<file path="src/rtl/emif_pkg.sv">
package emif_pkg;

  // Fixed access length in bus clock cycles.
  localparam int ACCESS_LEN = 4;

  // Strobes from control to datapath, one access cycle at a time.
  typedef struct packed {
    logic latch;   // capture request fields
    logic sample;  // capture read data at end of this cycle
    logic cs;      // chip select active
    logic oe;      // output enable active
    logic we;      // write enable active
    logic drive;   // data driver on
    logic clkHi;   // memory clock high
  } strobe_t;

endpackage

</file>
<file path="src/rtl/emif_ctrl.sv">
module emif_ctrl
  import emif_pkg::*;
(
  input  logic    clk,
  input  logic    rstN,
  input  logic    cfgSync,
  input  logic    cfgWide,
  input  logic    reqValid,
  input  logic    reqWrite,
  input  logic    reqWord,
  output strobe_t strb,
  output logic    busy,
  output logic    done,
  output logic    rspErr
);

  localparam int CNT_W = $clog2(ACCESS_LEN);
  localparam logic [CNT_W-1:0] LAST = CNT_W'(ACCESS_LEN - 1);

  typedef enum logic [1:0] {ST_IDLE, ST_ACCESS, ST_REJECT} state_t;

  state_t           state;
  logic [CNT_W-1:0] cnt;
  logic             wrReg;
  logic             accept;
  logic             badSize;
  logic             inAccess;

  assign accept   = (state == ST_IDLE) && reqValid;
  assign badSize  = reqWord && !cfgWide;
  assign inAccess = (state == ST_ACCESS);

  always_ff @(posedge clk or negedge rstN) begin
    if (!rstN) begin
      state <= ST_IDLE;
      cnt   <= '0;
      wrReg <= 1'b0;
    end else begin
      unique case (state)
        ST_IDLE: begin
          cnt <= '0;
          if (accept) begin
            wrReg <= reqWrite;
            state <= badSize ? ST_REJECT : ST_ACCESS;
          end
        end
        ST_ACCESS: begin
          if (cnt == LAST) begin
            state <= ST_IDLE;
            cnt   <= '0;
          end else begin
            cnt <= cnt + 1'b1;
          end
        end
        default: state <= ST_IDLE;
      endcase
    end
  end

  always_comb begin
    strb        = '0;
    strb.latch  = accept && !badSize;
    strb.cs     = inAccess;
    strb.oe     = inAccess && !wrReg;
    strb.sample = inAccess && !wrReg && (cnt == LAST - 1'b1);
    strb.drive  = inAccess && wrReg && (cnt != '0);
    if (cfgSync)
      strb.we = inAccess && wrReg;
    else
      strb.we = inAccess && wrReg && (cnt != '0) && (cnt != LAST);
    strb.clkHi  = inAccess && cfgSync && (cnt == LAST - 1'b1);
  end

  assign busy   = (state != ST_IDLE);
  assign done   = (inAccess && (cnt == LAST)) || (state == ST_REJECT);
  assign rspErr = (state == ST_REJECT);


  done_busy_chk: assert property (@(posedge clk) disable iff (!rstN)
    done |-> busy);


  access_len_chk: assert property (@(posedge clk) disable iff (!rstN)
    ((state == ST_IDLE) && reqValid && !(reqWord && !cfgWide)) |-> ##4 done);


  done_idle_chk: assert property (@(posedge clk) disable iff (!rstN)
    done |=> !busy);


  err_done_chk: assert property (@(posedge clk) disable iff (!rstN)
    rspErr |-> (done && !strb.cs));

endmodule

</file>
<file path="src/rtl/emif_datapath.sv">
module emif_datapath
  import emif_pkg::*;
#(
  parameter int ADDR_W = 24,
  parameter int DATA_W = 16
) (
  input  logic              clk,
  input  logic              rstN,
  input  logic              cfgWide,
  input  strobe_t           strb,
  input  logic              reqWord,
  input  logic [ADDR_W-1:0] reqAddr,
  input  logic [DATA_W-1:0] reqWdata,
  output logic [DATA_W-1:0] rspRdata,
  output logic [ADDR_W-1:0] memAddr,
  output logic [DATA_W-1:0] memDataOut,
  output logic              memDataOe,
  input  logic [DATA_W-1:0] memDataIn,
  output logic              memCsN,
  output logic              memOeN,
  output logic              memWeN,
  output logic              memClk
);

  localparam int LANE_W = DATA_W / 2;

  logic [ADDR_W-1:0] addrReg;
  logic [DATA_W-1:0] wdataReg;
  logic [DATA_W-1:0] rdataReg;
  logic              wordReg;
  logic              fullLane;

  assign fullLane = cfgWide && wordReg;

  always_ff @(posedge clk or negedge rstN) begin
    if (!rstN) begin
      addrReg  <= '0;
      wdataReg <= '0;
      wordReg  <= 1'b0;
    end else if (strb.latch) begin
      addrReg  <= reqAddr;
      wdataReg <= reqWdata;
      wordReg  <= reqWord;
    end
  end

  always_ff @(posedge clk or negedge rstN) begin
    if (!rstN)
      rdataReg <= '0;
    else if (strb.sample)
      rdataReg <= fullLane ? memDataIn : {{LANE_W{1'b0}}, memDataIn[LANE_W-1:0]};
  end

  always_comb begin
    memDataOut = '0;
    if (strb.drive)
      memDataOut = fullLane ? wdataReg : {{LANE_W{1'b0}}, wdataReg[LANE_W-1:0]};
  end

  assign rspRdata  = rdataReg;
  assign memAddr   = addrReg;
  assign memDataOe = strb.drive;
  assign memCsN    = ~strb.cs;
  assign memOeN    = ~strb.oe;
  assign memWeN    = ~strb.we;
  assign memClk    = strb.clkHi;


  drive_write_chk: assert property (@(posedge clk) disable iff (!rstN)
    memDataOe |-> (!memCsN && memOeN));


  narrow_lane_chk: assert property (@(posedge clk) disable iff (!rstN)
    (memDataOe && !cfgWide) |-> (memDataOut[DATA_W-1:LANE_W] == '0));

endmodule

</file>
<file path="src/rtl/ext_mem_ctrl.sv">
module ext_mem_ctrl
  import emif_pkg::*;
#(
  parameter int ADDR_W = 24,
  parameter int DATA_W = 16
) (
  input  logic              clk,
  input  logic              rstN,
  input  logic              cfgSync,
  input  logic              cfgWide,
  input  logic              reqValid,
  input  logic              reqWrite,
  input  logic              reqWord,
  input  logic [ADDR_W-1:0] reqAddr,
  input  logic [DATA_W-1:0] reqWdata,
  output logic              busy,
  output logic              done,
  output logic              rspErr,
  output logic [DATA_W-1:0] rspRdata,
  output logic [ADDR_W-1:0] memAddr,
  output logic [DATA_W-1:0] memDataOut,
  output logic              memDataOe,
  input  logic [DATA_W-1:0] memDataIn,
  output logic              memCsN,
  output logic              memOeN,
  output logic              memWeN,
  output logic              memClk
);

  strobe_t strb;

  emif_ctrl u_ctrl (
    .clk      (clk),
    .rstN     (rstN),
    .cfgSync  (cfgSync),
    .cfgWide  (cfgWide),
    .reqValid (reqValid),
    .reqWrite (reqWrite),
    .reqWord  (reqWord),
    .strb     (strb),
    .busy     (busy),
    .done     (done),
    .rspErr   (rspErr)
  );

  emif_datapath #(.ADDR_W(ADDR_W), .DATA_W(DATA_W)) u_dp (
    .clk        (clk),
    .rstN       (rstN),
    .cfgWide    (cfgWide),
    .strb       (strb),
    .reqWord    (reqWord),
    .reqAddr    (reqAddr),
    .reqWdata   (reqWdata),
    .rspRdata   (rspRdata),
    .memAddr    (memAddr),
    .memDataOut (memDataOut),
    .memDataOe  (memDataOe),
    .memDataIn  (memDataIn),
    .memCsN     (memCsN),
    .memOeN     (memOeN),
    .memWeN     (memWeN),
    .memClk     (memClk)
  );

endmodule

</file>
<file path="config.mk">
export PLATFORM = sky130hd
export DESIGN_NAME = ext_mem_ctrl
export DESIGN_NICKNAME = d
export VERILOG_FILES = /design/src/rtl/emif_pkg.sv /design/src/rtl/emif_ctrl.sv /design/src/rtl/emif_datapath.sv /design/src/rtl/ext_mem_ctrl.sv
export SDC_FILE = /design/constraint.sdc
export NUM_CORES = 1
export LEC_CHECK = 0
export BUFFER_PORTS_ARGS = -buffer_cell sky130_fd_sc_hd__buf_2
export CORE_MARGIN = 2
export CORE_UTILIZATION = 49
export DETAILED_ROUTE_END_ITERATION = 10
export MAX_ROUTING_LAYER = met4
export PLACE_DENSITY = 0.95
export SLEW_MARGIN = 10
export SYNTH_ARGS = -nofsm -noshare
export SYNTH_HDL_FRONTEND = slang
export SYNTH_SLANG_ARGS = --single-unit
</file>
<file path="constraint.sdc">
create_clock -name clk -period 2.5 [get_ports clk]
set_clock_uncertainty 0.1 [all_clocks]
set_input_delay 0.125 -clock clk [delete_from_list [all_inputs] [get_ports clk]]
set_output_delay 0.125 -clock clk [all_outputs]
set_load 0.005 [all_outputs]
</file>
; Word level (Yosys, flattened, before mapping)
; Cells that the tools add are included.
[totals]
regBits = 62
in_bits = 63
out_inout_bits = 64
word_cells = 50
[op_classes]
addsub = 1
n_eq_ne = 7
muxes = 10
n_bitwise = 3
n_reduce_logical = 22
[op_table]
columns = operator, count
row1 = 2-to-1 mux 16 bit, 3
row2 = logical AND 1 bit, 12
row3 = 2-to-1 mux 2 bit, 4
row4 = one-hot mux 2 bit (2 select lines), 2
row5 = "== test 2 bit, second input constant", 3
row6 = nonzero test 2 bit, 3
row7 = "!= test 2 bit, second input constant", 2
row8 = AND reduction 2 bit, 2
row9 = logical NOT 1 bit, 3
row10 = NOT 1 bit, 3
row11 = "adder 2 x 1 -> 2 bit, second input constant", 1
row12 = "== test 2 x 1 -> 1 bit, second input constant", 1
row13 = logical NOT 2 bit, 1
row14 = "!= test 2 x 1 -> 1 bit, second input constant", 1
row15 = logical OR 1 bit, 1
row16 = 2-to-1 mux 1 bit, 1

; Logic depth before layout (Yosys ltp)
[logic_depth]
ltp_word = 6
mapped_depth = 7
ltp_nobuf = 5

; Cells and area by module
; From an unflattened synthesis, not the netlist that was laid out.
[hier_totals]
cells_unflattened = 197
area_unflattened_um2 = 2851.5
[modules_own_cells]
columns = module, instances, cells_each, area_per_inst_um2, seq_area_each_um2
row1 = emif_datapath, 1, 162, 2512.4, 1426.4
row2 = emif_ctrl, 1, 35, 339.1, 125.1

; Least setup slack after synthesis
; OpenSTA, ideal clock, no wires.
[synth_timing]
path_kind = register -> register
from = register u_ctrl.cnt[0]
to = register u_dp.rdataReg[4], in the netlist u_dp.rspRdata[4]
setup_time_ns = 0.125
arrival_ns = 1.362
required_ns = 2.275
slack_ns = 0.913
stages_incl_launch_ff = 7
path_buffers = 2
period_less_slack_ns = 1.587
cell_sequence = dfrtp_1 > inv_1 > ha_1 > nand4bb_1 > buf_2 > buf_2 > mux2_2
[synth_via]
elab_chain_cells = 2
[synth_rtl]
columns = element, line
row1 = from (decl), emif_ctrl.sv:23  ; logic [CNT_W-1:0] cnt;
row2 = from (signal assigned), emif_ctrl.sv:52  ; cnt <= cnt + 1'b1;
row3 = == test 2 bit, emif_ctrl.sv:65  ; strb.sample = inAccess && !wrReg && (cnt == LAST - 1'b1);
row4 = logical AND 1 bit, emif_ctrl.sv:65
row5 = to (signal assigned), emif_datapath.sv:51  ; rdataReg <= fullLane ? memDataIn : {{LANE_W{1'b0}}, memDataIn[LANE_W-1:0]};
row6 = to (decl), emif_datapath.sv:29  ; logic [DATA_W-1:0] rdataReg;
; No other way between the ends.
; A chain may end at the register's enable or synchronous reset.

; Worst setup path after layout
[layout_timing]
from = register u_ctrl.state[1]
to = output memDataOut[8]
[layout_via]
elab_chain_cells = 4
[layout_rtl]
columns = element, line
row1 = from (decl), emif_ctrl.sv:22  ; state_t state;
row2 = from (signal assigned), emif_ctrl.sv:44  ; state <= badSize ? ST_REJECT : ST_ACCESS;
row3 = == test 2 x 1 -> 1 bit, emif_ctrl.sv:31  ; assign inAccess = (state == ST_ACCESS);
row4 = logical AND 1 bit (2 in series), emif_ctrl.sv:66  ; strb.drive = inAccess && wrReg && (cnt != '0);
row5 = 2-to-1 mux 16 bit, emif_datapath.sv:56  ; if (strb.drive)
row6 = to (decl), ext_mem_ctrl.sv:21  ; output logic [DATA_W-1:0] memDataOut,
; No other way between the ends.

==> results.cfg <==
[worst_setup_path]
cp.required_ns = 2.28
cp_slowest_stage_delay_ns = 0.53
startpoint_type = flop
path_class = flop to output port
critPathLaunch = u_ctrl.state[1]
endpoint_kind = output port
critical_path_buf_inv_count = 2
critPathArrivalTime_ns = 2.07
path_max_fanout = 17
cp_top_family = simple AND/OR/NAND/NOR gates
crit_chain = and2b_2 -> inv_2 -> nor3b_4 -> and3_1 -> buf_2
crit_slowest_cell = nor3b_4
reg2reg_from = u_ctrl.cnt[0]

[pwr]
p_int_uw = 2950
p_switching_uw = 1240
swShare_pct = 29.6
powerDensity_nw_per_um2 = 1020
combPwrFrac_pct = 34.9
seqPwrFrac_pct = 41.9
p_clk_share_pct = 23.2
leakagePower_uw = 0.00208
ir_drop_v = 0.000680

[drt]
drc = 0
drt-total-wl_um = 7000
drtAntennaViolNets = 0
via_per_inst = 4.78
routedWlPerCell_um = 15.4
drt_pass1_iterations = 4
drt_iter0_drc = 68
vias = 2180

[floorplan]
fp.dieH_um = 76.3
initial_utilization_pct = 50.5
fp.dieArea_um2 = 5820
core_area_um2 = 5070
ios = 127
rows = 26
fp.dieW_um = 76.3

[status]
status = complete, no violations

[clocking]
post_cts_buffers = 0
root_buffer = clkbuf_8
cts_tree = built
clock-sinks = 62
clk_latency_ns = 0.31
path_clk_slew_ns = 0.06
clockBufferDepth = 2
cts-buffers-inserted = 9
htreeDepth = 3

[layout]
fin_cells = 456
diodes = 0
nets = 448
drive_above_1_share_pct = 51.3
syn_to_final_growth_pct = 59.7
stdcell_area_um2 = 4090

[flow_run]
maxCapViolCount = 0

[sta]
drv_slew = 0
fin_crit_sh_pct = 91.8
fin_ws_ns = 0.205
fmax_ghz = 0.436
fin_crit_ns = 2.29
finalHoldViolCount = 0
timing.hold.ws_ns = 0.0230
rsz0062_at_grt = false
final.setup.tns_ns = 0
setup_violations = 0
worstMarginPinSlew_ns = 0.798
max_slew_margin_pct = 46.7

[synth]
yosys_warnings = 0
syn_area_um2 = 2560
synth.avg_cell_area_um2 = 13.4
syn_inst = 191
synth.largest_area_cell = dfrtp_1
synth_top_area_share_pct = 60.5
synthTopCellsByArea = dfrtp_1 (61%), mux2_2 (21%), nand2_1 (3.1%)
yosys_register_bits = 62
ys_types = 27
syn-num-nets = 257
ys_seq_area_share_pct = 60.5

[placed_design]
place_ws_ns = 0.555
dp_hpwl_um = 4070
gp_congestion = 0.863
port_buffers = 126
place_area_um2 = 3270
placed_cells = 381

[global_route]
grt_use_total_pct = 25.7
antenna_found_initial = 0
grt_pass1_vias = 2324
overflow = 0
grt_max_degree = 34
grt_pass1_wl_um = 11200

[hold_path]
min_from = cfgWide
min_path_type = primary input to flop
flip-flops by register name, indices dropped and copies added, names as in the netlist:
register and flops:
u_ctrl.cnt 2, u_ctrl.state 2, u_ctrl.wrReg 1, u_dp.memAddr 24, u_dp.rspRdata 16, u_dp.wdataReg 16
u_dp.wordReg 1
cell usage in the layout (no fill, tap or decap), drive strengths merged, types with 3 or more instances in the layout:
cell type    netlist  routed
dlygate4sd3        0      60
ha                 3       3
dfrtp             62      62
nand2             21      21
and3               9       9
mux2              48      48
nor2               4       4
buf                7     129
inv                3       3
o21ai              9       9
and2               9       9
clkbuf             2      12
timing repair:
| action | 4_1_cts | 5_1_grt |
|---|---|---|
| hold buffers | 60 | 0 |
| resized for setup | 0 | 0 |
| endpoints found under the hold margin | 91 | 0 |
routing by layer:
metal / track usage (%) / routed length, µm
met1: 28.3 / 2870
met2: 46.5 / 3730
met3: 4.15 / 302
met4: 9.82 / 99
met5: - / 0
worst paths after layout:
check,depth (start not counted),slack [ns],to
max,5,0.21,memDataOut[8]
min,3,0.02,u_ctrl.state[1]
max in group asynchronous,3,1.12,u_dp.wdataReg[10]
min in group asynchronous,2,0.31,u_dp.wdataReg[3]
min reg2reg,2,0.38,u_dp.rspRdata[10]
max reg2reg,5,0.50,u_dp.rspRdata[11]
power by group through the flow:
stage	Combinational (µW)	Sequential, µW	Clock (µW)
after floorplan	759	1740	0
after global placement	1310	1720	0
after detailed placement	1370	1740	0
after CTS	1450	1730	985
after global routing	1590	1810	1030
final	1460	1760	971
worst min-delay path: stages:
cell,delay (ns)
buf_2,0.09
nand2b_1,0.13
nor2_1,0.05
cell families after synthesis:
family / after synthesis / synth area share (%)
buffers and inverters: 12 / 2.34
DFF: 62 / 60.5
adders and majority gates: 3 / 1.46
AOI/OAI and AO/OA: 14 / 3.17
and+or+nand+nor: 52 / 11.4
muxes: 48 / 21.1
cells in the mapped netlist:
cell type,count
nand2b_1,2
inv_1,2
ha_1,3
o211ai_1,1
clkbuf_1,2
dfrtp_1,62
o21ai_0,9
or3b_2,1
and3_1,9
a21oi_1,1
nor2b_1,1
inv_2,1
nor3b_2,1
nor2_1,4
nand2_1,21
nor3b_4,1
a22o_1,1
and2b_2,1
and2_0,1
and2_1,8
mux2_2,48
or2_2,1
o31ai_1,1
buf_2,6
a21o_1,1
buf_6,1
nand4bb_1,1
area by class of cell:
| type | instances | area, µm² |
|---|---|---|
| Sequential cell | 62 | 1550 |
| Timing Repair Buffer | 189 | 1270 |
| Fill cell | 305 | 982 |
| Multi-Input combinational cell | 117 | 953 |
| Clock buffer | 12 | 155 |
| Tap cell | 70 | 87.6 |
| Clock inverter | 3 | 67.6 |
| Inverter | 3 | 11.3 |
stage by stage:
step	power, µW	util [%]
after floorplan	2500	-
after global placement	3030	64.4
after detailed placement	3110	64.4
after CTS	4170	80.6
after global routing	4440	80.6
final	4190	80.6
No activity file was read; power rests on OpenSTA's default activity.
